`src/rtl/irq_grp_pkg.sv`:
```
package irq_grp_pkg;
   localparam int ADDR_W = 3;
   localparam int CTRL_W = 2;
   localparam int CTRL_COR_BIT  = 0;
   localparam int CTRL_AUTO_BIT = 1;

   typedef enum logic [ADDR_W-1:0] {
      SEL_CAUSE   = 3'd0,
      SEL_C_SET   = 3'd1,
      SEL_C_CLR   = 3'd2,
      SEL_M_SET   = 3'd3,
      SEL_M_CLR   = 3'd4,
      SEL_ABORT   = 3'd5,
      SEL_CTRL    = 3'd6,
      SEL_SPARE   = 3'd7
   } reg_sel_e;
endpackage

```
`src/rtl/irq_grp_regdec.sv`:
```
module irq_grp_regdec
   import irq_grp_pkg::*;
#(
   parameter int NUM_SRC = 32
) (
   input  logic               wr_en_i,
   input  logic               rd_en_i,
   input  logic [ADDR_W-1:0]  addr_i,
   input  logic [NUM_SRC-1:0] wdata_i,
   output logic [NUM_SRC-1:0] cset_v_o,
   output logic [NUM_SRC-1:0] cclr_v_o,
   output logic [NUM_SRC-1:0] mset_v_o,
   output logic [NUM_SRC-1:0] mclr_v_o,
   output logic               abrt_wr_o,
   output logic               ctrl_wr_o,
   output logic               rd_cause_o
);
   logic w_cset, w_cclr, w_mset, w_mclr;

   always_comb begin
      w_cset     = wr_en_i && (addr_i == SEL_C_SET);
      w_cclr     = wr_en_i && (addr_i == SEL_C_CLR);
      w_mset     = wr_en_i && (addr_i == SEL_M_SET);
      w_mclr     = wr_en_i && (addr_i == SEL_M_CLR);
      abrt_wr_o  = wr_en_i && (addr_i == SEL_ABORT);
      ctrl_wr_o  = wr_en_i && (addr_i == SEL_CTRL);
      rd_cause_o = rd_en_i && (addr_i == SEL_CAUSE);
      cset_v_o   = w_cset ? wdata_i : '0;
      cclr_v_o   = w_cclr ? wdata_i : '0;
      mset_v_o   = w_mset ? wdata_i : '0;
      mclr_v_o   = w_mclr ? wdata_i : '0;
   end
endmodule

```
`src/rtl/irq_grp_cause.sv`:
```
module irq_grp_cause #(
   parameter int NUM_SRC   = 32,
   parameter bit EDGE_MODE = 1'b0
) (
   input  logic               clk_i,
   input  logic               rst_ni,
   input  logic [NUM_SRC-1:0] src_i,
   input  logic [NUM_SRC-1:0] set_v_i,
   input  logic [NUM_SRC-1:0] clr_v_i,
   output logic [NUM_SRC-1:0] ev_o,
   output logic [NUM_SRC-1:0] cause_o
);
   logic [NUM_SRC-1:0] cause_q;

   generate
      if (EDGE_MODE) begin : g_edge
         logic [NUM_SRC-1:0] src_d;
         always_ff @(posedge clk_i or negedge rst_ni) begin
            if (!rst_ni) src_d <= '0;
            else         src_d <= src_i;
         end
         assign ev_o = src_i & ~src_d;
      end else begin : g_level
         assign ev_o = src_i;
      end
   endgenerate

   // set and event win over clear on the same bit
   always_ff @(posedge clk_i or negedge rst_ni) begin
      if (!rst_ni) cause_q <= '0;
      else         cause_q <= (cause_q & ~clr_v_i) | set_v_i | ev_o;
   end

   assign cause_o = cause_q;

   AST_EVENT_LATCHED: assert property (@(posedge clk_i) disable iff (!rst_ni)
      (|ev_o) |=> ((cause_q & $past(ev_o)) == $past(ev_o)));
   AST_SET_LATCHED: assert property (@(posedge clk_i) disable iff (!rst_ni)
      (|set_v_i) |=> ((cause_q & $past(set_v_i)) == $past(set_v_i)));
   AST_CLEAR_TAKES: assert property (@(posedge clk_i) disable iff (!rst_ni)
      (|clr_v_i) |=> ((cause_q & $past(clr_v_i & ~(ev_o | set_v_i))) == '0));
endmodule

```
`src/rtl/irq_grp_mask.sv`:
```
module irq_grp_mask #(
   parameter int NUM_SRC = 32
) (
   input  logic               clk_i,
   input  logic               rst_ni,
   input  logic [NUM_SRC-1:0] mset_v_i,
   input  logic [NUM_SRC-1:0] mclr_v_i,
   input  logic [NUM_SRC-1:0] ev_i,
   input  logic               auto_en_i,
   input  logic               abrt_wr_i,
   input  logic [NUM_SRC-1:0] wdata_i,
   output logic [NUM_SRC-1:0] mask_o,
   output logic [NUM_SRC-1:0] abrt_o
);
   logic [NUM_SRC-1:0] mask_q, abrt_q, hw_set;

   assign hw_set = auto_en_i ? ev_i : '0;

   // hardware auto-mask wins over a same-cycle software unmask of that bit
   always_ff @(posedge clk_i or negedge rst_ni) begin
      if (!rst_ni) mask_q <= '1;
      else         mask_q <= (mask_q & ~mclr_v_i) | mset_v_i | hw_set;
   end

   always_ff @(posedge clk_i or negedge rst_ni) begin
      if (!rst_ni)        abrt_q <= '1;
      else if (abrt_wr_i) abrt_q <= wdata_i;
   end

   assign mask_o = mask_q;
   assign abrt_o = abrt_q;

   AST_MASK_SET: assert property (@(posedge clk_i) disable iff (!rst_ni)
      (|mset_v_i) |=> ((mask_q & $past(mset_v_i)) == $past(mset_v_i)));
   AST_UNMASK: assert property (@(posedge clk_i) disable iff (!rst_ni)
      (|mclr_v_i) |=> ((mask_q & $past(mclr_v_i & ~hw_set)) == '0));
   AST_AUTO_MASK: assert property (@(posedge clk_i) disable iff (!rst_ni)
      (auto_en_i && (|ev_i)) |=> ((mask_q & $past(ev_i)) == $past(ev_i)));
   AST_ABORT_HOLD: assert property (@(posedge clk_i) disable iff (!rst_ni)
      !abrt_wr_i |=> $stable(abrt_q));
endmodule

```
`src/rtl/irq_cause_group.sv`:
```
module irq_cause_group
   import irq_grp_pkg::*;
#(
   parameter int NUM_SRC   = 32,
   parameter bit EDGE_MODE = 1'b0
) (
   input  logic               clk_i,
   input  logic               rst_ni,
   input  logic [NUM_SRC-1:0] src_i,
   input  logic               wr_en_i,
   input  logic               rd_en_i,
   input  logic [2:0]         addr_i,
   input  logic [NUM_SRC-1:0] wdata_i,
   output logic [NUM_SRC-1:0] rdata_o,
   output logic               irq_o,
   output logic               abort_o
);
   generate
      if (NUM_SRC < CTRL_W || NUM_SRC > 64) begin : g_bad_width
         $error("irq_cause_group: NUM_SRC out of range");
      end
   endgenerate

   logic [NUM_SRC-1:0] cset_v, cclr_v, mset_v, mclr_v, clr_all;
   logic [NUM_SRC-1:0] ev, cause, mask, abrt, rd_mux, rdata_q;
   logic [CTRL_W-1:0]  ctrl_q;
   logic               abrt_wr, ctrl_wr, rd_cause, irq_q, abort_q;

   irq_grp_regdec #(.NUM_SRC(NUM_SRC)) u_dec (
      .wr_en_i   (wr_en_i),
      .rd_en_i   (rd_en_i),
      .addr_i    (addr_i),
      .wdata_i   (wdata_i),
      .cset_v_o  (cset_v),
      .cclr_v_o  (cclr_v),
      .mset_v_o  (mset_v),
      .mclr_v_o  (mclr_v),
      .abrt_wr_o (abrt_wr),
      .ctrl_wr_o (ctrl_wr),
      .rd_cause_o(rd_cause)
   );

   assign clr_all = cclr_v | ((rd_cause && ctrl_q[CTRL_COR_BIT]) ? cause : '0);

   irq_grp_cause #(.NUM_SRC(NUM_SRC), .EDGE_MODE(EDGE_MODE)) u_cause (
      .clk_i   (clk_i),
      .rst_ni  (rst_ni),
      .src_i   (src_i),
      .set_v_i (cset_v),
      .clr_v_i (clr_all),
      .ev_o    (ev),
      .cause_o (cause)
   );

   irq_grp_mask #(.NUM_SRC(NUM_SRC)) u_mask (
      .clk_i     (clk_i),
      .rst_ni    (rst_ni),
      .mset_v_i  (mset_v),
      .mclr_v_i  (mclr_v),
      .ev_i      (ev),
      .auto_en_i (ctrl_q[CTRL_AUTO_BIT]),
      .abrt_wr_i (abrt_wr),
      .wdata_i   (wdata_i),
      .mask_o    (mask),
      .abrt_o    (abrt)
   );

   always_ff @(posedge clk_i or negedge rst_ni) begin
      if (!rst_ni)      ctrl_q <= '0;
      else if (ctrl_wr) ctrl_q <= wdata_i[CTRL_W-1:0];
   end

   always_comb begin
      unique case (addr_i)
         SEL_CAUSE: rd_mux = cause;
         SEL_M_SET: rd_mux = mask;
         SEL_ABORT: rd_mux = abrt;
         SEL_CTRL:  rd_mux = {{(NUM_SRC-CTRL_W){1'b0}}, ctrl_q};
         default:   rd_mux = '0;
      endcase
   end

   always_ff @(posedge clk_i or negedge rst_ni) begin
      if (!rst_ni) begin
         rdata_q <= '0;
         irq_q   <= 1'b0;
         abort_q <= 1'b0;
      end else begin
         if (rd_en_i) rdata_q <= rd_mux;
         irq_q   <= |(cause & ~mask);
         abort_q <= |(cause & ~abrt);
      end
   end

   assign rdata_o = rdata_q;
   assign irq_o   = irq_q;
   assign abort_o = abort_q;

   AST_IRQ_QUIET: assert property (@(posedge clk_i) disable iff (!rst_ni)
      ($past(&mask) || $past(cause == '0)) |-> !irq_o);
   AST_ABORT_QUIET: assert property (@(posedge clk_i) disable iff (!rst_ni)
      ($past(&abrt) || $past(cause == '0)) |-> !abort_o);
   AST_SPARE_READ_ZERO: assert property (@(posedge clk_i) disable iff (!rst_ni)
      (rd_en_i && (addr_i == SEL_SPARE || addr_i == SEL_C_SET)) |=> (rdata_o == '0));
   AST_COR_CLEARS: assert property (@(posedge clk_i) disable iff (!rst_ni)
      (rd_cause && ctrl_q[CTRL_COR_BIT] && !wr_en_i)
         |=> ((cause & $past(cause & ~ev)) == '0));
   AST_DEAD_WRITE: assert property (@(posedge clk_i) disable iff (!rst_ni)
      (wr_en_i && (addr_i == SEL_CAUSE || addr_i == SEL_SPARE) && !rd_en_i && (src_i == '0))
         |=> ($stable(cause) && $stable(mask) && $stable(abrt) && $stable(ctrl_q)));
endmodule

```
`config.mk`:
```
export PLATFORM = sky130hd
export DESIGN_NAME = irq_cause_group
export DESIGN_NICKNAME = d
export VERILOG_FILES = /design/src/rtl/irq_grp_pkg.sv /design/src/rtl/irq_grp_regdec.sv /design/src/rtl/irq_grp_cause.sv /design/src/rtl/irq_grp_mask.sv /design/src/rtl/irq_cause_group.sv
export SDC_FILE = /design/constraint.sdc
export NUM_CORES = 1
export LEC_CHECK = 0
export BUFFER_PORTS_ARGS = -buffer_cell sky130_fd_sc_hd__buf_2
export CORE_ASPECT_RATIO = 1.2
export CORE_UTILIZATION = 61
export DETAILED_ROUTE_END_ITERATION = 10
export PLACE_DENSITY = 0.85
export SLEW_MARGIN = 0
export SYNTH_ARGS = -nofsm -noshare
export SYNTH_HDL_FRONTEND = slang
export SYNTH_SLANG_ARGS = --single-unit
```
`constraint.sdc`:
```
create_clock -name clk_i -period 3.3 [get_ports clk_i]
set_input_delay 0.165 -clock clk_i [delete_from_list [all_inputs] [get_ports clk_i]]
set_output_delay 0.165 -clock clk_i [all_outputs]
set_load 0.02 [all_outputs]
```
**Word-level counts from Yosys, hierarchy flattened**

Cells that the tools add are included.

- Flip-flop bits (word level): 132
- Bits of input ports: 71
- Output and inout port bits: 34
- Logic and storage cells: 44

- Equality and inequality tests: 6
- Muxes and demuxes: 7
- Bitwise gates (word level): 13
- Reduce and logical (&&, ||, !) cells: 11

Operator list:

| cell | count |
|---|---|
| 32-bit two-way mux | 6 |
| 32-bit bitwise OR | 5 |
| 32-bit bitwise AND | 4 |
| 32-bit NOT | 4 |
| 32-bit case mux with 4 select lines | 1 |
| 32-bit OR reduction | 2 |
| 3-bit == test, second input constant | 3 |
| 1-bit logical AND | 8 |
| 3-bit by 2-bit == test with 1-bit output, second input constant | 2 |
| 3-bit by 1-bit == test with 1-bit output, second input constant | 1 |
| 3-bit logical NOT | 1 |

**Longest topological paths before layout**

- Word-level depth: 9
- Depth in mapped cells: 7
- Depth with buffers taken out: 4

**Hierarchy**

A second synthesis with hierarchy kept.

- Cells, all modules: 797
- Area total of the unflattened synthesis: 7,902.6 um2

By module, submodules not included:

| module | instances | cells each | area each (um2) | sequential area each (um2) |
|---|---|---|---|---|
| irq_grp_mask | 1 | 168 | 2,700.1 | 1,681.6 |
| irq_cause_group | 1 | 314 | 2,675.1 | 900.9 |
| irq_grp_cause | 1 | 160 | 1,441.4 | 800.8 |
| irq_grp_regdec | 1 | 155 | 1,086.0 | 0.0 |

**Least setup slack after synthesis**

No wires, ideal clock.

- Path kind: input to register
- From: input addr_i[0]
- To: register u_cause.cause_q[0], in the netlist u_cause.cause_o[0]
- Library setup time: 0.126 ns
- Data arrival time: 1.155 ns
- Data required time: 3.174 ns
- Slack: 2.019 ns
- Stages on the path: 6
- Buffers on the path: 2
- Cells stage by stage: buf_6 or2_4 nor2_4 buf_2 a21oi_1 a221o_1

- Cells in the longest elaborated chain, start to end: 9
- Elaborated cells on any way between the ends: 15
- Classes of those cells: eq/ne: 2; mux: 3; bitwise: 5; reduce/logical: 5

RTL lines:

| item | line | source |
|---|---|---|
| start: declaration | irq_cause_group.sv:12 | `input logic [2:0] addr_i,` |
| 3-bit logical NOT | irq_grp_regdec.sv:27 | `rd_cause_o = rd_en_i && (addr_i == SEL_CAUSE);` |
| 1-bit logical AND | irq_grp_regdec.sv:27 |  |
| 1-bit logical AND | irq_cause_group.sv:43 | `assign clr_all = cclr_v \| ((rd_cause && ctrl_q[CTRL_COR_BIT]) ? cause : '0);` |
| 32-bit two-way mux | irq_cause_group.sv:43 |  |
| 32-bit bitwise OR | irq_cause_group.sv:43 |  |
| 32-bit NOT | irq_grp_cause.sv:31 | `else cause_q <= (cause_q & ~clr_v_i) \| set_v_i \| ev_o;` |
| 32-bit bitwise AND | irq_grp_cause.sv:31 |  |
| 32-bit bitwise OR (*) (2 in series) | irq_grp_cause.sv:31 |  |
| end signal: assignment | irq_grp_cause.sv:31 |  |
| end: declaration | irq_grp_cause.sv:13 | `logic [NUM_SRC-1:0] cause_q;` |

Mark *: on every way between the ends. The rest lies on a longest branch, timed or not.
A chain may end at the register's enable or synchronous reset.

**Worst setup path after layout**

- From: input addr_i[1]
- To: register rdata_q[15], in the netlist rdata_o[15]

- Cells in the longest elaborated chain, start to end: 2
- Elaborated cells on any way between the ends: 5
- Classes of those cells: eq/ne: 3; mux: 1; reduce/logical: 1

RTL lines:

| item | line | source |
|---|---|---|
| 3-bit == test (tied with other cells) | irq_cause_group.sv:74 | `unique case (addr_i)` |
| 32-bit case mux with 4 select lines (*) | irq_cause_group.sv:74 |  |
| end signal: assignment | irq_cause_group.sv:89 | `if (rd_en_i) rdata_q <= rd_mux;` |
| end: declaration | irq_cause_group.sv:25 | `logic [NUM_SRC-1:0] ev, cause, mask, abrt, rd_mux, rdata_q;` |

Marked as above.

==> results.toml <==
[sta]
worstMarginPinSlew_ns = 0.9325
skew_ns = 0.009158
hold_viol_final = 0
setup_viol = 0
relSlewSlack_pct = 37.69
max_freq_mhz = 472.0
fin_crit_ns = 2.118
min_period_over_period_pct = 64.20
setup_tns_ns = 0
slew_violations = 0
rsz0062_at_grt = "no"

[pwr]
seq_power_share_pct = 41.9
p_sw_mw = 1.361
swShare_pct = 27.12
p_comb_share_pct = 14.9
leakagePower_nw = 3.572
power_density_nw_per_um2 = 623.1
ir_drop_mv = 0.3447
clockPowerShare_pct = 43.2
p_int_mw = 3.658

[setup_path]
worstSetupEndpointType = "flop"
crit_type = "in2reg"
crit_required_ns = 3.59
crit_family = "buffers and inverters"
crit_buf_inv = 2
crit_path_top_delay_cell = "o21ai_2"
path_cells = "buf_2, nor2b_2, nor3_1, o21ai_2, buf_4, o2bb2ai_1"
max_stage_delay_ns = 0.68
crit_path_start_kind = "primary input"
cp_max_fo = 36
cp.arrival_ns = 2.41

[logic_synthesis]
synth_top_area_share_pct = 26.03
synth-seq-cells = 132
ys_seq_area_share_pct = 51.75
yosysTopAreaCell = "dfrtp_1"
async_flop_share_pct = 100.0
syn_inst = 599
synth_area_um2 = 6538
syn-num-nets = 670
synthTopCellsByArea = "dfrtp_1 (26%), dfstp_2 (26%), a221o_1 (4.9%), a222oi_1 (4.9%), a21oi_1 (4.7%)"
yosysWarningCount = 0
ys_types = 37
avgSynthCellArea_um2 = 10.91
ys.flop_type = "dfrtp_1"
synth_edf_count = 0

[global_route]
grt_start_max_net_pins = 64
gr-usage-all-layers_pct = 39.22
grt_pass1_vias = 6072
overflow = 0
grt_pass1_wl_um = 31750
antenna_found_initial = 0

[job]
cap_violations = 0

[clock_tree]
cts_buffers = 17
cts_sinks = 132
cts_root_buf = "clkbuf_16"
cts_tree = "yes"
cts.clk_slew.worst_paths_ns = 0.06
post-cts-setup-buffers = 0
htreeDepth = 4
cts_buffer_depth = 2
clk_latency_ns = 0.43

[floorplan]
initial_core_util_pct = 62.47
num_rows = 41
ios = 105
dieWidth_um = 96.51
core_area_um2 = 10470
die-area_um2 = 11140
die_h_um = 115.4

[layout]
mostFrequentLayoutCells = "buf_2 (103), dfrtp_1 (68), nand2_1 (65), inv_1 (65), dfstp_2 (64)"
syn_to_final_growth_pct = 23.22
final_area_um2 = 8055
diodes = 0
drive_above_1_share_pct = 34.20
final_common_cell = "buf_2"
nets = 789

[route]
drc = 0
dr.first_iter.drc_count = 858
vias = 6202
wl_per_cell_um = 24.11
totalWireLength_um = 20740
ant_nets = 0
first_pass_iters = 10
routed_via_density = 7.212

[place]
place_area_um2 = 7082
gp_congestion = 0.9281
port_buffers = 104
dpl.hpwl_um = 13190

[worst_hold_path]
min_path_type = "in2reg"

[status]
status = "completed"
[cells by family after synthesis]
group / count (synthesis) / synth area share [%]
AOI/OAI and AO/OA: 226 / 27.66
buffers and inverters: 113 / 7.885
muxes: 34 / 5.856
and+or+nand+nor: 94 / 6.852
DFF: 132 / 51.75
[cells in the mapped netlist (2+ instances only)]
master and number:
a21oi_1 62, a221o_1 32, a221oi_1 6, a222oi_1 32
buf_2 19, buf_4 7, buf_6 4, clkbuf_1 17
dfrtp_1 68, dfstp_2 64, inv_1 65, mux2_1 17
mux2_2 17, nand2_1 65, nand2b_1 3, nand3_1 2
nand4_1 2, nand4b_1 2, nor2_1 2, nor2b_2 2
nor4_1 8, o22ai_1 32, o2bb2ai_1 20, o2bb2ai_2 10
o32ai_1 29
[power by group through the flow]
stage / registers [mW] / clock network [mW] / logic (mW)
2_1_floorplan: 2.07 / 0 / 0.419
3_3_place_gp: 2.10 / 0 / 0.668
3_5_place_dp: 2.11 / 0 / 0.700
4_1_cts: 2.09 / 2.16 / 0.734
5_1_grt: 2.11 / 2.23 / 0.799
6_report: 2.10 / 2.17 / 0.747
[per-layer routing]
layer	wire length, um	GRT usage, %	vias up
met3	2413	9.722	116
met4	1137	24.90	0
met1	7492	49.60	2951
li1	-	-	2548
met2	9692	59.91	587
met5	0	0	-
[cell type report]
| class | instances | area, um2 |
|---|---|---|
| sequential | 132 | 3383 |
| timing repair buffer | 148 | 928.4 |
| multi-input combinational | 354 | 2665 |
| clock inverter | 13 | 230.2 |
| tap | 129 | 161.4 |
| fill | 663 | 2410 |
| inverter | 65 | 244.0 |
| clock buffer | 19 | 442.9 |
[what timing repair did]
| action | in CTS | in global routing |
|---|---|---|
| resized for setup | 0 | 0 |
| hold endpoints to repair | 62 | 0 |
| hold buffers | 30 | 0 |
| setup endpoints to repair | 0 | 0 |
[worst paths after layout]
check,slack (ns),end,cells after the start,start
min in group asynchronous,0.37,u_cause.cause_o[4],2,rst_ni
min,0.002,u_cause.cause_o[24],2,src_i[24]
max in group asynchronous,2.03,u_mask.abrt_o[28],3,rst_ni
max reg2reg,1.58,rdata_o[1],3,ctrl_q[1]
min reg2reg,0.48,rdata_o[7],1,rdata_o[7]
max,1.18,rdata_o[15],6,addr_i[1]
[state kept, by name (all words and copies together), names as in the netlist]
register,flops
u_mask.mask_o,32
ctrl_q,2
abort_o,1
u_cause.cause_o,32
u_mask.abrt_o,32
rdata_o,32
irq_o,1
[metrics by stage]
step	cells	setup slack [ns]	utilization (%)	power, mW	hold WS (ns)
global route	860	1.115	76.97	5.139	0.001069
CTS	860	1.254	76.97	4.986	0.001354
global placement	798	0.9872	67.67	2.767	0.2791
floorplan	599	2.019	-	2.486	-0.1306
finish	860	1.182	76.97	5.019	0.002460
detailed placement	798	0.8379	67.67	2.810	0.2948
No activity file was read; power rests on OpenSTA's default activity.
